### src/rtl/pmb_pkg.sv
package pmb_pkg;
  typedef enum logic [3:0] {
    ST_IDLE,
    ST_TAG,
    ST_VAC,
    ST_SCAN_REQ,
    ST_SCAN_WAIT,
    ST_MAP_IO,
    ST_MAP_PG,
    ST_DONE,
    ST_HALT
  } pmb_state_e;
endpackage

### src/rtl/pmb_cursor.sv
module pmb_cursor #(
  parameter int W = 8
) (
  input  logic         clk,
  input  logic         rst_n,
  input  logic         load,
  input  logic [W-1:0] load_val,
  input  logic         step_up,
  input  logic         step_dn,
  output logic [W-1:0] value
);
  always_ff @(posedge clk or negedge rst_n) begin
    if (!rst_n)       value <= '0;
    else if (load)    value <= load_val;
    else if (step_up) value <= value + W'(1);
    else if (step_dn) value <= value - W'(1);
  end
endmodule

### src/rtl/pmb_entry_fmt.sv
module pmb_entry_fmt #(
  parameter int PN_W     = 16,
  parameter int SL_W     = 13,
  parameter int DATA_W   = 32,
  parameter int IO_PAGE  = 'h140,
  parameter int IO_SLOT  = 'h40
) (
  input  logic [PN_W-1:0]   page,
  input  logic [SL_W-1:0]   slot,
  input  logic [DATA_W-1:0] rdata,
  input  logic              ecc_err,
  output logic              tag_ok,
  output logic              is_io_page,
  output logic              slot_is_io,
  output logic [DATA_W-1:0] tag_word,
  output logic [DATA_W-1:0] page_entry,
  output logic [DATA_W-1:0] io_entry
);
  localparam logic [DATA_W-1:0] PRESENT = {1'b1, {(DATA_W-1){1'b0}}};

  always_comb begin
    tag_word   = DATA_W'(page);
    tag_ok     = !ecc_err && (rdata == tag_word);
    is_io_page = (page == PN_W'(IO_PAGE));
    slot_is_io = (slot == SL_W'(IO_SLOT));
    page_entry = tag_word | PRESENT;
    io_entry   = DATA_W'(PN_W'(IO_PAGE)) | PRESENT;
  end
endmodule

### src/rtl/pmb_req_mux.sv
module pmb_req_mux
  import pmb_pkg::*;
#(
  parameter int PN_W   = 16,
  parameter int SL_W   = 13,
  parameter int ADDR_W = 25,
  parameter int DATA_W = 32,
  parameter logic [DATA_W-1:0] VACANT = '0
) (
  input  pmb_state_e        state,
  input  logic              scan_go,
  input  logic [PN_W-1:0]   page,
  input  logic [SL_W-1:0]   slot,
  input  logic [DATA_W-1:0] tag_word,
  input  logic [DATA_W-1:0] page_entry,
  input  logic [DATA_W-1:0] io_entry,
  output logic              req_valid,
  output logic              req_we,
  output logic [ADDR_W-1:0] req_addr,
  output logic [DATA_W-1:0] req_wdata
);
  logic [ADDR_W-1:0] page_addr;
  logic [ADDR_W-1:0] slot_addr;

  always_comb begin
    page_addr = {1'b0, page, 8'h00};
    slot_addr = {1'b1, (ADDR_W-1)'(slot)};
    req_valid = 1'b0;
    req_we    = 1'b0;
    req_addr  = '0;
    req_wdata = '0;
    unique case (state)
      ST_TAG: begin
        req_valid = 1'b1; req_we = 1'b1; req_addr = page_addr; req_wdata = tag_word;
      end
      ST_VAC: begin
        req_valid = 1'b1; req_we = 1'b1; req_addr = slot_addr; req_wdata = VACANT;
      end
      ST_SCAN_REQ: begin
        req_valid = scan_go; req_addr = page_addr;
      end
      ST_MAP_IO: begin
        req_valid = 1'b1; req_we = 1'b1; req_addr = slot_addr; req_wdata = io_entry;
      end
      ST_MAP_PG: begin
        req_valid = 1'b1; req_we = 1'b1; req_addr = slot_addr; req_wdata = page_entry;
      end
      default: ;
    endcase
  end
endmodule

### src/rtl/pmb_page_map_builder.sv
module pmb_page_map_builder
  import pmb_pkg::*;
#(
  parameter int BANK_W      = 8,
  parameter int PIW         = 8,
  parameter int DATA_W      = 32,
  parameter int TOP_BANK    = 'h90,
  parameter int SMALL_BANK  = 'h0C,
  parameter int FIRST_PAGE  = 'h100,
  parameter int IO_PAGE     = 'h140,
  parameter int IO_SLOT     = 'h40,
  parameter int MAP_ENTRIES = 4096,
  parameter logic [DATA_W-1:0] VACANT = '0,
  localparam int PN_W   = BANK_W + PIW,
  localparam int ADDR_W = PN_W + 9,
  localparam int SL_W   = $clog2(MAP_ENTRIES + 1)
) (
  input  logic              clk,
  input  logic              rst_n,
  input  logic              start,
  input  logic              small_mode,
  output logic              mem_req_valid,
  input  logic              mem_req_ready,
  output logic              mem_req_we,
  output logic [ADDR_W-1:0] mem_req_addr,
  output logic [DATA_W-1:0] mem_req_wdata,
  input  logic              mem_rsp_valid,
  input  logic [DATA_W-1:0] mem_rsp_rdata,
  input  logic              mem_rsp_ecc_err,
  input  logic              mem_rsp_fatal,
  output logic              done,
  output logic              halted,
  output logic [SL_W-1:0]   next_free
);
  localparam int LIM_W     = PN_W + 1;
  localparam int TOP_PAGES = TOP_BANK << PIW;
  localparam int SML_PAGES = SMALL_BANK << PIW;

  pmb_state_e        state_q, state_d;
  logic              small_q;
  logic [SL_W-1:0]   free_q;
  logic [PN_W-1:0]   page;
  logic [SL_W-1:0]   slot;
  logic              pg_load, pg_up, pg_dn;
  logic [PN_W-1:0]   pg_val;
  logic              sl_load, sl_up;
  logic              hs, scan_go, slots_full, slot_last;
  logic [LIM_W-1:0]  limit_page;
  logic              tag_ok, is_io_page, slot_is_io;
  logic [DATA_W-1:0] tag_word, page_entry, io_entry;

  pmb_cursor #(.W(PN_W)) u_page (
    .clk(clk), .rst_n(rst_n), .load(pg_load), .load_val(pg_val),
    .step_up(pg_up), .step_dn(pg_dn), .value(page)
  );

  pmb_cursor #(.W(SL_W)) u_slot (
    .clk(clk), .rst_n(rst_n), .load(sl_load), .load_val('0),
    .step_up(sl_up), .step_dn(1'b0), .value(slot)
  );

  pmb_entry_fmt #(
    .PN_W(PN_W), .SL_W(SL_W), .DATA_W(DATA_W), .IO_PAGE(IO_PAGE), .IO_SLOT(IO_SLOT)
  ) u_fmt (
    .page(page), .slot(slot), .rdata(mem_rsp_rdata), .ecc_err(mem_rsp_ecc_err),
    .tag_ok(tag_ok), .is_io_page(is_io_page), .slot_is_io(slot_is_io),
    .tag_word(tag_word), .page_entry(page_entry), .io_entry(io_entry)
  );

  pmb_req_mux #(
    .PN_W(PN_W), .SL_W(SL_W), .ADDR_W(ADDR_W), .DATA_W(DATA_W), .VACANT(VACANT)
  ) u_mux (
    .state(state_q), .scan_go(scan_go), .page(page), .slot(slot),
    .tag_word(tag_word), .page_entry(page_entry), .io_entry(io_entry),
    .req_valid(mem_req_valid), .req_we(mem_req_we),
    .req_addr(mem_req_addr), .req_wdata(mem_req_wdata)
  );

  assign limit_page = small_q ? LIM_W'(SML_PAGES) : LIM_W'(TOP_PAGES);
  assign slots_full = (slot == SL_W'(MAP_ENTRIES));
  assign slot_last  = (slot == SL_W'(MAP_ENTRIES - 1));
  assign scan_go    = ({1'b0, page} < limit_page) && !slots_full;
  assign hs         = mem_req_valid && mem_req_ready;

  always_comb begin
    state_d = state_q;
    pg_load = 1'b0; pg_val = '0; pg_up = 1'b0; pg_dn = 1'b0;
    sl_load = 1'b0; sl_up = 1'b0;
    unique case (state_q)
      ST_IDLE: if (start) begin
        pg_load = 1'b1; pg_val = PN_W'(TOP_PAGES - 1);
        sl_load = 1'b1;
        state_d = ST_TAG;
      end
      ST_TAG: if (hs) begin
        if (page == '0) state_d = ST_VAC;
        else            pg_dn = 1'b1;
      end
      ST_VAC: if (hs) begin
        if (slot_last) begin
          sl_load = 1'b1;
          pg_load = 1'b1; pg_val = PN_W'(FIRST_PAGE);
          state_d = ST_SCAN_REQ;
        end else begin
          sl_up = 1'b1;
        end
      end
      ST_SCAN_REQ: begin
        if (!scan_go)  state_d = ST_DONE;
        else if (hs)   state_d = ST_SCAN_WAIT;
      end
      ST_SCAN_WAIT: if (mem_rsp_valid) begin
        if (mem_rsp_fatal)              state_d = ST_HALT;
        else if (tag_ok && !is_io_page) state_d = slot_is_io ? ST_MAP_IO : ST_MAP_PG;
        else begin
          pg_up   = 1'b1;
          state_d = ST_SCAN_REQ;
        end
      end
      ST_MAP_IO: if (hs) begin
        sl_up   = 1'b1;
        state_d = slot_last ? ST_DONE : ST_MAP_PG;
      end
      ST_MAP_PG: if (hs) begin
        sl_up   = 1'b1;
        pg_up   = 1'b1;
        state_d = ST_SCAN_REQ;
      end
      ST_DONE: state_d = ST_IDLE;
      ST_HALT: state_d = ST_HALT;
      default: state_d = ST_IDLE;
    endcase
  end

  always_ff @(posedge clk or negedge rst_n) begin
    if (!rst_n) begin
      state_q <= ST_IDLE;
      small_q <= 1'b0;
      free_q  <= '0;
    end else begin
      state_q <= state_d;
      if (state_q == ST_IDLE && start) begin
        small_q <= small_mode;
        free_q  <= '0;
      end
      if (state_q == ST_DONE) free_q <= slot;
    end
  end

  assign done      = (state_q == ST_DONE);
  assign halted    = (state_q == ST_HALT);
  assign next_free = done ? slot : free_q;
endmodule

### config.mk
export PLATFORM = sky130hd
export DESIGN_NAME = pmb_page_map_builder
export DESIGN_NICKNAME = d
export VERILOG_FILES = /design/src/rtl/pmb_pkg.sv /design/src/rtl/pmb_cursor.sv /design/src/rtl/pmb_entry_fmt.sv /design/src/rtl/pmb_req_mux.sv /design/src/rtl/pmb_page_map_builder.sv
export SDC_FILE = /design/constraint.sdc
export NUM_CORES = 1
export LEC_CHECK = 0
export ABC_AREA = 0
export BUFFER_PORTS_ARGS = -buffer_cell sky130_fd_sc_hd__buf_2
export CAP_MARGIN = 40
export CORE_ASPECT_RATIO = 0.9
export CORE_MARGIN = 8
export CORE_UTILIZATION = 53
export CTS_BUF_LIST = sky130_fd_sc_hd__clkbuf_16
export DETAILED_ROUTE_END_ITERATION = 8
export HOLD_SLACK_MARGIN = 0.03
export PLACE_DENSITY = 0.78
export SYNTH_ARGS = -nofsm -noshare
export SYNTH_HDL_FRONTEND = slang
export SYNTH_SLANG_ARGS = --single-unit
### constraint.sdc
create_clock -name clk -period 3.7 [get_ports clk]
set_input_delay 0.37 -clock clk [delete_from_list [all_inputs] [get_ports clk]]
set_output_delay 0.37 -clock clk [all_outputs]
set_load 0.05 [all_outputs]
# Word level (Yosys, flattened, before mapping)

Cells that the tools add are included.

Output and inout port bits: 74
Input port bits: 40
Register bits: 47
Logic and storage cells: 96

Multiplexer cells: 47
$lt $le $gt $ge: 1
Equality and inequality tests: 22
Reductions and logical operators: 18
Add/subtract/negate cells: 3

Operators with widths:

| kind                    | count |
|---|---|
| $pmux W32 S3            | 1 |
| $mux W16                | 5 |
| $mux W13                | 5 |
| $pmux W25 S2            | 1 |
| $mux W4                 | 11 |
| $eq A32 B16 Y1          | 1 |
| $pmux W16 S2            | 1 |
| $pmux W4 S8             | 1 |
| $mux W9                 | 2 |
| $add A16 B1 Y16 const B | 1 |
| $eq A16 B9 Y1 const B   | 1 |
| $eq A4 B3 Y1 const B    | 4 |
| $logic_not A16 Y1       | 1 |
| $lt A16 B16 Y1          | 1 |
| $ne A2 B2 Y1 const B    | 8 |
| $sub A16 B1 Y16 const B | 1 |
| $mux W1                 | 14 |
| $add A13 B1 Y13 const B | 1 |
| $eq A13 B12 Y1 const B  | 1 |
| $eq A13 B13 Y1 const B  | 1 |
| $eq A13 B7 Y1 const B   | 1 |
| $reduce_and A9 Y1       | 1 |
| $eq A4 B2 Y1 const B    | 2 |
| $pmux W1 S2             | 4 |
| 13 further kinds        | 21 |

# Depth between registers and ports, before layout

Gate-level depths: netlist of run 1.

Word-level depth: 10
Depth in mapped cells: 14
Mapped depth without buffers: 13

# By module

A second synthesis of run 1 with hierarchy kept.

Cell total of the unflattened synthesis: 721
Area total of the unflattened synthesis: 5783.0 um2

By module, submodules not included:

| module               | area each (um2) | times used | sequential area each (um2) | cells each |
|---|---|---|---|---|
| pmb_cursor at u_page | 1535.2          | 1          | 400.4                      | 178 |
| pmb_cursor at u_slot | 1228.7          | 1          | 325.3                      | 140 |
| pmb_page_map_builder | 1223.7          | 1          | 450.4                      | 158 |
| pmb_entry_fmt        | 1029.7          | 1          | 0.0                        | 136 |
| pmb_req_mux          | 765.7           | 1          | 0.0                        | 109 |

# Least setup slack after synthesis of run 1

OpenSTA, ideal clock, no wires.

Kind: reg-to-reg
From: register u_page.value[1]
To: register u_page.value[15]
Cell stages (with the launch flop): 13
Path slack: 0.391 ns
Arrival time: 3.178 ns
Buffers on the path: 0
Period minus slack after synthesis: 3.309 ns
Data required time: 3.569 ns
Setup time: 0.131 ns
Path through: dfrtp_1 -> xor2_1 -> or4_1 -> nor4b_1 -> a21o_1 -> ha_1 -> a211oi_1 -> o211ai_1 -> a21oi_1 -> a21oi_1 -> o21ai_0 -> mux2i_1 -> nand3_1

Longest elaborated chain between the ends: 9
Elaborated cells between the ends (all ways): 26
Those cells by class: add/sub: 2; order compare: 1; eq/ne: 2; mux: 14; reduce/logical: 7

Ends and longest elaborated chain:

| what                                                                   | RTL line         | text |
|---|---|---|
| from (decl)                                                            | pmb_cursor.sv:10 | `output logic [W-1:0] value` |
| from (signal assigned)                                                 | pmb_cursor.sv:14 | `else if (load) value <= load_val;` |
| from (signal assigned)                                                 | pmb_cursor.sv:15 | `else if (step_up) value <= value + W'(1);` |
| from (signal assigned)                                                 | pmb_cursor.sv:16 | `else if (step_dn) value <= value - W'(1);` |
| parallel branches: the longest is 9 deep, another holds $lt A16 B16 Y1 | --               |  |

Several ways; the timed one is not identified. The select of a mux whose other input is x is not followed.
A chain may end at the register's enable or synchronous reset.

# Final worst setup path of run 1

Ends and elaborated chain as after synthesis.

==> results of run 1 <==
## kinds of logic (layout without fill, tap and decap cells)
family          Yosys count  count (layout)
fa+ha+maj                21              21
flops                    47              47
compound gates          100             100
mux                      23              23
buf+inv                  50             151
xor+xnor                 40              40
other cells               1              15
simple gates            172             172
## routing by layer
metal / vias to the layer above / part of all wire / global-route usage
li1: 1834 / - / -
met1: 1901 / 0.42 / 0.284
met2: 169 / 0.48 / 0.378
met3: 20 / 0.075 / 0.0388
met4: 0 / 0.022 / 0.0735
met5: - / 0 / 0
## per-stage QoR
| stage | power [W] | setup TNS, ps | instance area [sq um] | cells | hold WS, ps |
|---|---|---|---|---|---|
| after floorplan | 0.00102 | 0 | 4030 | 468 | 74.4 |
| after global placement | 0.00114 | 0 | 4610 | 653 | 564 |
| after detailed placement | 0.00116 | 0 | 4630 | 654 | 346 |
| after CTS | 0.00162 | 0 | 4780 | 662 | 34.8 |
| after global routing | 0.00170 | -17.3 | 4830 | 665 | 57.2 |
| final | 0.00162 | 0 | 4830 | 665 | 26.4 |
## final cells by class
type                       instances  area [sq um]  area share
clock buffer                       5           125      0.0259
clock inverter                     3          23.8     0.00492
inverter                          20          75.1      0.0155
multi-input combinational        371          2620       0.542
sequential                        47          1180       0.244
tap                               96           120      0.0249
timing repair buffer             123           691       0.143
## cell usage after synthesis (all sizes together) (11+ instances only)
master / count / share of area
a21oi: 25 / 0.034
and2: 31 / 0.049
and3: 16 / 0.025
buf: 20 / 0.037
dfrtp: 47 / 0.30
ha: 20 / 0.063
inv: 20 / 0.019
mux2: 12 / 0.034
mux2i: 11 / 0.028
nand2: 18 / 0.017
nand3: 16 / 0.021
nand4: 11 / 0.017
nor2: 33 / 0.031
nor3: 15 / 0.019
nor4: 11 / 0.017
o21ai: 26 / 0.033
xnor2: 24 / 0.053
xor2: 16 / 0.035
## where the power goes
part | leakage, nW | internal, W | total, W | switching (W)
Combinational | 1.76 | 0.000179 | 0.000545 | 0.000367
Sequential | 0.617 | 0.000555 | 0.000618 | 0.0000629
Clock | 0.0664 | 0.000253 | 0.000461 | 0.000208
## worst register-to-register path: stages (launching register included)
cell and delay [ps]:
dfrtp_1 460, xor2_1 200, or4_1 440, nor4b_1 260, a21o_2 250, buf_4 170, ha_1 290, o21ai_0 230
a211oi_1 120, a21oi_1 260, a21oi_2 110, o21ai_1 240, mux2i_1 220, nand3_1 90
## state kept, by name, indices dropped and copies added, names as in the netlist
| register | cells |
|---|---|
| u_page.value | 16 |
| u_slot.value | 13 |
| state_q | 4 |
| free_q | 13 |
| small_q | 1 |
## timing repair
action,in CTS,in global routing
setup endpoints to repair,1,2
endpoints found under the hold margin,0,0
hold buffers,0,0
gates resized for setup,1,7
buffers inserted,0,3
pin swaps,0,1
## worst paths after layout
| check | slack [ps] | to | cells past startpoint |
|---|---|---|---|
| worst max register to register | 250 | u_page.value[15]$_DFFE_PN0P_ | 13 |
| min in group clk | 300 | small_q$_DFFE_PN0P_ | 3 |
| max in group asynchronous | 3140 | state_q[1]$_DFFE_PN0P_ | 2 |
| worst max-delay path | 250 | u_page.value[15]$_DFFE_PN0P_ | 13 |
| worst min register to register | 590 | u_slot.value[0]$_DFFE_PN0P_ | 2 |
| worst min-delay path | 30 | free_q[7]$_DFFE_PN0P_ | 1 |
## cell usage in the layout, fill, tap and decap left out, types with 2 or more instances in the layout
| master | count |
|---|---|
| buf_4 | 24 |
| and2_1 | 31 |
| clkinvlp_4 | 2 |
| mux2i_1 | 11 |
| a2111oi_4 | 2 |
| or2_2 | 2 |
| buf_2 | 98 |
| mux2_2 | 11 |
| ha_1 | 20 |
| nor4_2 | 2 |
| a41oi_1 | 2 |
| o211ai_1 | 3 |
| a31oi_1 | 5 |
| nand4_1 | 11 |
| xor2_1 | 16 |
| a21o_1 | 7 |
| a21oi_1 | 22 |
| nand2b_1 | 5 |
| o22ai_1 | 3 |
| nor2b_1 | 7 |
| clkbuf_16 | 5 |
| a22o_1 | 6 |
| a21oi_2 | 2 |
| or3_1 | 2 |
| o21ai_1 | 3 |
| nor4_1 | 9 |
| and3_1 | 16 |
| o21ai_0 | 23 |
| inv_1 | 19 |
| dfrtp_1 | 47 |
| xnor2_1 | 24 |
| nand3_1 | 15 |
| nor2_1 | 33 |
| nor3_1 | 15 |
| nand2_1 | 18 |
| a211oi_1 | 3 |
| conb_1 | 15 |
==> run summary, run 1 <==
outcome: finished clean
CP required: 3860 ps
H-tree Lvls: 2
vias in the first global route: 3894
ys async rst share: 1.00
# DRC: 0
Final min period: 3450 ps
Slowest-stage cell, CP: dfrtp_1
WL final: 12.0 mm
Avg Cell Area, Syn: 8.76 sq um
DIE AREA: 10500 sq um
# clock sinks: 47
FF-to-FF Start: u_page.value[1]$_DFFE_PN0P_
largest net degree at the start of global routing: 30
maximum vdd drop: 302 uV
Initial DRT Pass Iterations: 5
Setup CP Type: reg2reg
simple-gate share of the synthesized area: 0.234
Final Util: 0.653
Synth Area in Compound Gates: 0.187
Post-synth EDFFs: 0
crit end category: register
normalized max-slew margin: 0.402
Adder-Cell Fraction of Synth Area: 0.0680
clk_skew: 4.68 ps
antenna fix cells: 0
row count: 30
final net count: 629
Synth cell types: 62
mux cell area share after synthesis: 0.0617
Core Area: 7390 sq um
GP Congestion: 1.01
crit start category: register
part of the cycle the worst path needs: 0.933
Hold Crit Class: in2async
Final Hold Fails: 0
CP delay by family, top: compound AO/OA/AOI/OAI gates
I/O Buffers: 98
FF+latch count, synth: 47
crit path DAT: 3620 ps
Reg clk slew, reported paths: 70 ps
largest family of logic cells by synthesized area: simple AND/OR/NAND/NOR gates
Yosys warnings: 0
mapped cell area: 3980 sq um
Area Growth Syn to Fin: 21.5%
fin. max-slew vios: 0
CP startpoint: u_page.value[1]$_DFFE_PN0P_
final setup violation count: 0
gr usage total: 0.225
drt initial violations: 289
pre-CTS WS: 13.8 ps
final worst slack: 247 ps
Max Freq: 290 MHz
Initial Utilization: 0.538
clock insertion delay at the later pin of the skew report: 290 ps
Max Cap Violations: 0
IO Count: 114
CTS buffer count: 5
worst-path cell chain: xor2_1, or4_1, nor4b_1, a21o_2, buf_4, ha_1, o21ai_0, a211oi_1, a21oi_1, a21oi_2, o21ai_1, mux2i_1, nand3_1
Vias: 3924
post-synthesis cell count: 454
Leakage: 2.44 nW
DIE WIDTH: 107 um
DR vias/cell: 5.90
GRT overflow: 0
main flop type after synthesis: dfrtp_1
number of buffer and inverter stages on the critical path: 1
TritonCTS clock tree: yes
highest fanout seen on the critical path: 7
DR WL/cell: 18.0 um
Post-Synth XOR/XNOR Area: 0.0881
Worst Tran Pin Value: 895 ps
power per cell area: 336 nW/um^2
Filler Cells Inserted: 643
initial antenna violation count: 0
HPWL after DPL: 9.42 mm
first-pass GRT wire length: 19.4 mm
clk buf depth: 2
die height: 98.2 um
Worst path max stage delay: 460 ps
Root Buffer: clkbuf_16
layout cells sized above 1: 0.281
post-synthesis sequential area ratio: 0.296
antenna-violating nets left: 0
(Power assumes the default switching activity.)
==> inputs of run 2 (changes only) <==
--- a/config.mk
+++ b/config.mk
@@ -14,7 +14,7 @@
 export CTS_BUF_LIST = sky130_fd_sc_hd__clkbuf_16
 export DETAILED_ROUTE_END_ITERATION = 8
 export HOLD_SLACK_MARGIN = 0.03
-export PLACE_DENSITY = 0.78
+export PLACE_DENSITY = 0.81
 export SYNTH_ARGS = -nofsm -noshare
 export SYNTH_HDL_FRONTEND = slang
 export SYNTH_SLANG_ARGS = --single-unit
==> run 2 against run 1 <==
Largest power group unchanged. First-iteration DRC count increased by 1.7%. Hold slack gained 260 ps. Global-route usage fell by 0.14 points. Count of clock-buffer cells in the layout did not move. Sequential cell count unchanged. Register-to-register slack is essentially flat.
==> run summary, run 2 (synthesis results as in run 1) <==
Reg clk slew, reported paths: 70 ps
clock insertion delay at the later pin of the skew report: 300 ps
DIE WIDTH: 107 um
Area Growth Syn to Fin: 23.2%
DR WL/cell: 17.9 um
setup TNS: 0 ps
crit end category: register
Core Area: 7390 sq um
gr usage total: 0.224
first-pass GRT wire length: 19.3 mm
GP Congestion: 0.938
pre-CTS WS: 27.1 ps
I/O Buffers: 98
row count: 30
drt initial violations: 294
highest fanout seen on the critical path: 5
DR vias/cell: 5.86
WL final: 12.0 mm
Root Buffer: clkbuf_16
max FFs per register: 16
power per cell area: 335 nW/um^2
Initial Utilization: 0.538
Vias: 3927
GRT overflow: 0
commonest non-fill, non-tap cell in the layout: buf_2
initial antenna violation count: 0
Hold Crit Class: in2reg
TritonCTS clock tree: yes
# clock sinks: 47
placed cell area: 4670 sq um
IO Count: 114
Top Registers: u_page.value (16), free_q (13), u_slot.value (13)
layout cells sized above 1: 0.287
non-filler cells, final: 670
crit start category: register
outcome: finished clean
final net count: 634
Leakage: 2.48 nW
Max Cap Violations: 0
crit path DAT: 3630 ps
final setup violation count: 0
die height: 98.2 um
Initial DRT Pass Iterations: 8
CP required: 3870 ps
# DRC: 0
antenna-violating nets left: 0
FF-to-FF Start: u_page.value[1]$_DFFE_PN0P_
Top reg by flops: u_page.value
clk_skew: 7.52 ps
largest net degree at the start of global routing: 34
CP startpoint: u_page.value[1]$_DFFE_PN0P_
most frequent cells in the layout: buf_2 (99), dfrtp_1 (47), nor2_1 (33)
Tot Pwr: 0.00164 W
fin. max-slew vios: 0
DP Cell Count: 658
antenna fix cells: 0
Max Freq: 289 MHz
CTS buffer count: 5
normalized max-slew margin: 0.492
DIE AREA: 10500 sq um
HPWL after DPL: 9.30 mm
design area: 4900 sq um
final worst slack: 243 ps
part of the cycle the worst path needs: 0.934
Setup CP Type: reg2reg
Final min period: 3460 ps
Final Hold Fails: 0
H-tree Lvls: 2
clk buf depth: 2
Worst Tran Pin Value: 763 ps
vias in the first global route: 3847
maximum vdd drop: 239 uV
Hold Path Origin: small_mode
## run 2: worst max-delay path, cell delays in order (launching register included)
cell and delay [ps]:
dfrtp_1 470, xor2_1 200, or4_1 440, nor4b_1 260, a21o_2 220, buf_2 190, buf_4 130, ha_1 260
a21oi_1 200, o22ai_1 120, a21oi_2 170, a21oi_1 140, o2111a_1 270, a41oi_1 160, nand3_1 90
## run 2: area by class of cell
cell class / count / area, sq um
Clock buffer: 5 / 125
Clock inverter: 3 / 25.0
Fill cell: 589 / 2500
Inverter: 20 / 75.1
Multi-Input combinational cell: 371 / 2620
Sequential cell: 47 / 1180
Tap cell: 96 / 120
Timing Repair Buffer: 128 / 752
## run 2: timing repair
item                                    CTS  global route
setup buffers                             0             3
endpoints found under the setup margin    0             6
hold buffers                              1             0
hold endpoints to repair                 14             0
gates resized for setup                   0             9
## run 2: where the power goes
part | switching, W | total, W | internal [W]
sequential | 0.0000615 | 0.000616 | 0.000555
clock | 0.000221 | 0.000477 | 0.000256
combinational | 0.000370 | 0.000549 | 0.000179
total | 0.000653 | 0.00164 | 0.000989
## run 2: worst paths after layout
| path | endpoint | slack, ps | cells after the start |
|---|---|---|---|
| min in group asynchronous | free_q[8]$_DFFE_PN0P_ | 510 | 2 |
| max in group asynchronous | u_page.value[12]$_DFFE_PN0P_ | 2690 | 3 |
| min | small_q$_DFFE_PN0P_ | 280 | 3 |
| max reg2reg | u_page.value[15]$_DFFE_PN0P_ | 240 | 14 |
| max | u_page.value[15]$_DFFE_PN0P_ | 240 | 14 |
| min reg2reg | free_q[10]$_DFFE_PN0P_ | 600 | 2 |
## run 2: metrics by stage
| step | hold slack (ps) | utilization |
|---|---|---|
| 2_1_floorplan | 74.4 | - |
| 3_3_place_gp | 565 | 0.626 |
| 3_5_place_dp | 311 | 0.632 |
| 4_1_cts | 288 | 0.654 |
| 5_1_grt | 306 | 0.662 |
| 6_report | 282 | 0.662 |
## run 2: per-layer routing
| metal | vias to the layer above | global-route usage | part of all wire |
|---|---|---|---|
| met5 | - | 0 | 0 |
| met1 | 1853 | 0.283 | 0.42 |
| met4 | 0 | 0.0832 | 0.027 |
| met2 | 196 | 0.368 | 0.47 |
| li1 | 1846 | - | - |
| met3 | 32 | 0.0408 | 0.084 |
==> inputs of run 3 (changes only) <==
--- a/config.mk
+++ b/config.mk
@@ -14,7 +14,8 @@
 export CTS_BUF_LIST = sky130_fd_sc_hd__clkbuf_16
 export DETAILED_ROUTE_END_ITERATION = 8
 export HOLD_SLACK_MARGIN = 0.03
-export PLACE_DENSITY = 0.81
+export PLACE_DENSITY = 0.87
+export SLEW_MARGIN = 10
 export SYNTH_ARGS = -nofsm -noshare
 export SYNTH_HDL_FRONTEND = slang
 export SYNTH_SLANG_ARGS = --single-unit
==> constraint.sdc (replaced) <==
create_clock -name clk -period 3.9 [get_ports clk]
set_input_delay 0.39 -clock clk [delete_from_list [all_inputs] [get_ports clk]]
set_output_delay 0.39 -clock clk [all_outputs]
set_load 0.05 [all_outputs]
==> run 3 against run 2 <==
Worst setup slack gained 61 ps. Hold slack gained 28 ps. Design area shrank 2.5%. Sequential power shrank 4.2%. First-iteration DRC count shrank 21%. Cell count shrank 1.9%. Die area is the same. Core utilization shrank 1.6 points. Sequential cell count is the same. Count of clock-buffer cells in the layout is the same. Sequential share of layout area grew 0.60 points. Critical path type unchanged.
==> run summary, run 3 (synthesis results as in run 1) <==
outcome: finished clean
drt initial violations: 232
CP most frequent cell: xnor2_1
die height: 98.2 um
I/O Buffers: 98
power per cell area: 326 nW/um^2
HPWL after DPL: 9.24 mm
max FFs per register: 16
# DRC: 0
highest fanout seen on the critical path: 8
Slowest-stage cell, CP: dfrtp_1
largest net degree at the start of global routing: 32
CTS buffer count: 5
Initial DRT Pass Iterations: 5
CP required: 4070 ps
Core Area: 7390 sq um
layout cells sized above 1: 0.267
most frequent cells in the layout: buf_2 (98), dfrtp_1 (47), nor2_1 (33)
initial antenna violation count: 0
Vias: 4004
R2R setup slack: 300 ps
Max Freq: 278 MHz
row count: 30
clk_skew: 10.3 ps
Initial Utilization: 0.538
Area Growth Syn to Fin: 20.1%
Worst path max stage delay: 500 ps
Setup CP Type: reg2reg
# clock sinks: 47
antenna fix cells: 0
gr usage total: 0.221
fin. max-slew vios: 0
commonest non-fill, non-tap cell in the layout: buf_2
non-filler cells, final: 657
DP Cell Count: 648
Reg clk slew, reported paths: 70 ps
Hold Crit Class: in2reg
# Post-CTS Setup Buffers: 0
final setup violation count: 0
Worst Tran Pin Value: 828 ps
worst-path cell chain: xnor2_1, nand4_1, nor4_1, buf_4, a21o_2, inv_1, fa_1, nor2b_1, o2111ai_1, a21oi_1, o31ai_1, o21ai_0, xnor2_1, o22ai_1
clock insertion delay at the later pin of the skew report: 300 ps
IO Count: 114
CP delay by family, top: compound AO/OA/AOI/OAI gates
worst hold slack: 310 ps
vias in the first global route: 3881
normalized max-slew margin: 0.441
Root Buffer: clkbuf_16
crit start category: register
crit end category: register
H-tree Lvls: 2
Max Cap Violations: 0
first-pass GRT wire length: 19.1 mm
Top reg by flops: u_page.value
Top Registers: u_page.value (16), free_q (13), u_slot.value (13)
final net count: 621
DR WL/cell: 18.4 um
Final min period: 3600 ps
crit path DAT: 3760 ps
DIE AREA: 10500 sq um
number of buffer and inverter stages on the critical path: 2
DIE WIDTH: 107 um
clk buf depth: 2
maximum vdd drop: 203 uV
antenna-violating nets left: 0
GRT overflow: 0
Final Hold Fails: 0
Filler Cells Inserted: 588
Leakage: 2.41 nW
WL final: 12.1 mm
part of the cycle the worst path needs: 0.922
DR vias/cell: 6.09
GP Congestion: 0.978
TritonCTS clock tree: yes
-- run 3: worst paths after layout --
path                                             startpoint                           end  depth (start not counted)
min in group asynchronous                             rst_n         free_q[7]$_DFFE_PN0P_                          2
worst min register to register  u_slot.value[0]$_DFFE_PN0P_   u_slot.value[0]$_DFFE_PN0P_                          2
worst max-delay path            u_page.value[8]$_DFFE_PN0P_  u_page.value[14]$_DFFE_PN0P_                         14
worst max register to register  u_page.value[8]$_DFFE_PN0P_  u_page.value[14]$_DFFE_PN0P_                         14
worst min-delay path                             small_mode           small_q$_DFFE_PN0P_                          3
max in group asynchronous                             rst_n           small_q$_DFFE_PN0P_                          3
-- run 3: tightest hold or removal path, stage by stage --
cell and delay (ps):
buf_2 80, nand2_1 30, o21ai_0 60
-- run 3: repair_timing --
action | in CTS | in global routing
resized for setup | 0 | 6
setup endpoints to repair | 0 | 1
hold buffers | 1 | 0
endpoints found under the hold margin | 16 | 0
-- run 3: where the power goes --
| part | switching [W] | total (W) | internal [W] |
|---|---|---|---|
| sequential | 0.0000639 | 0.000590 | 0.000526 |
| clock | 0.000213 | 0.000460 | 0.000247 |
| combinational | 0.000342 | 0.000505 | 0.000163 |
| total | 0.000619 | 0.00156 | 0.000936 |
-- run 3: area by class of cell --
type                            count  area [sq um]  area share
Clock buffer                        5           125      0.0262
Sequential cell                    47          1180       0.246
Inverter                           20          75.1      0.0157
Tap cell                           96           120      0.0252
Clock inverter                      3          28.8     0.00603
Multi-Input combinational cell    371          2620       0.548
Timing Repair Buffer              115           633       0.133
-- run 3: routing by layer --
layer  part of all wire  track usage  up-vias  routed length, um
met5                  0            0        -                  0
met3              0.096       0.0362       38               1160
met4              0.035       0.0984        0                424
met2               0.48        0.371      237               5820
li1                   -            -     1822                  -
met1               0.39        0.270     1907               4660
-- run 3: per-stage QoR --
step	utilization	power [W]	setup WS [ps]	instance area, sq um	setup TNS [ps]
5_1_grt	0.646	0.00162	-2.23	4780	-2.23
4_1_cts	0.642	0.00155	216	4750	0
3_5_place_dp	0.620	0.00109	201	4590	0
3_3_place_gp	0.617	0.00107	380	4560	0
2_1_floorplan	-	0.000964	591	4030	0
6_report	0.646	0.00156	304	4780	0
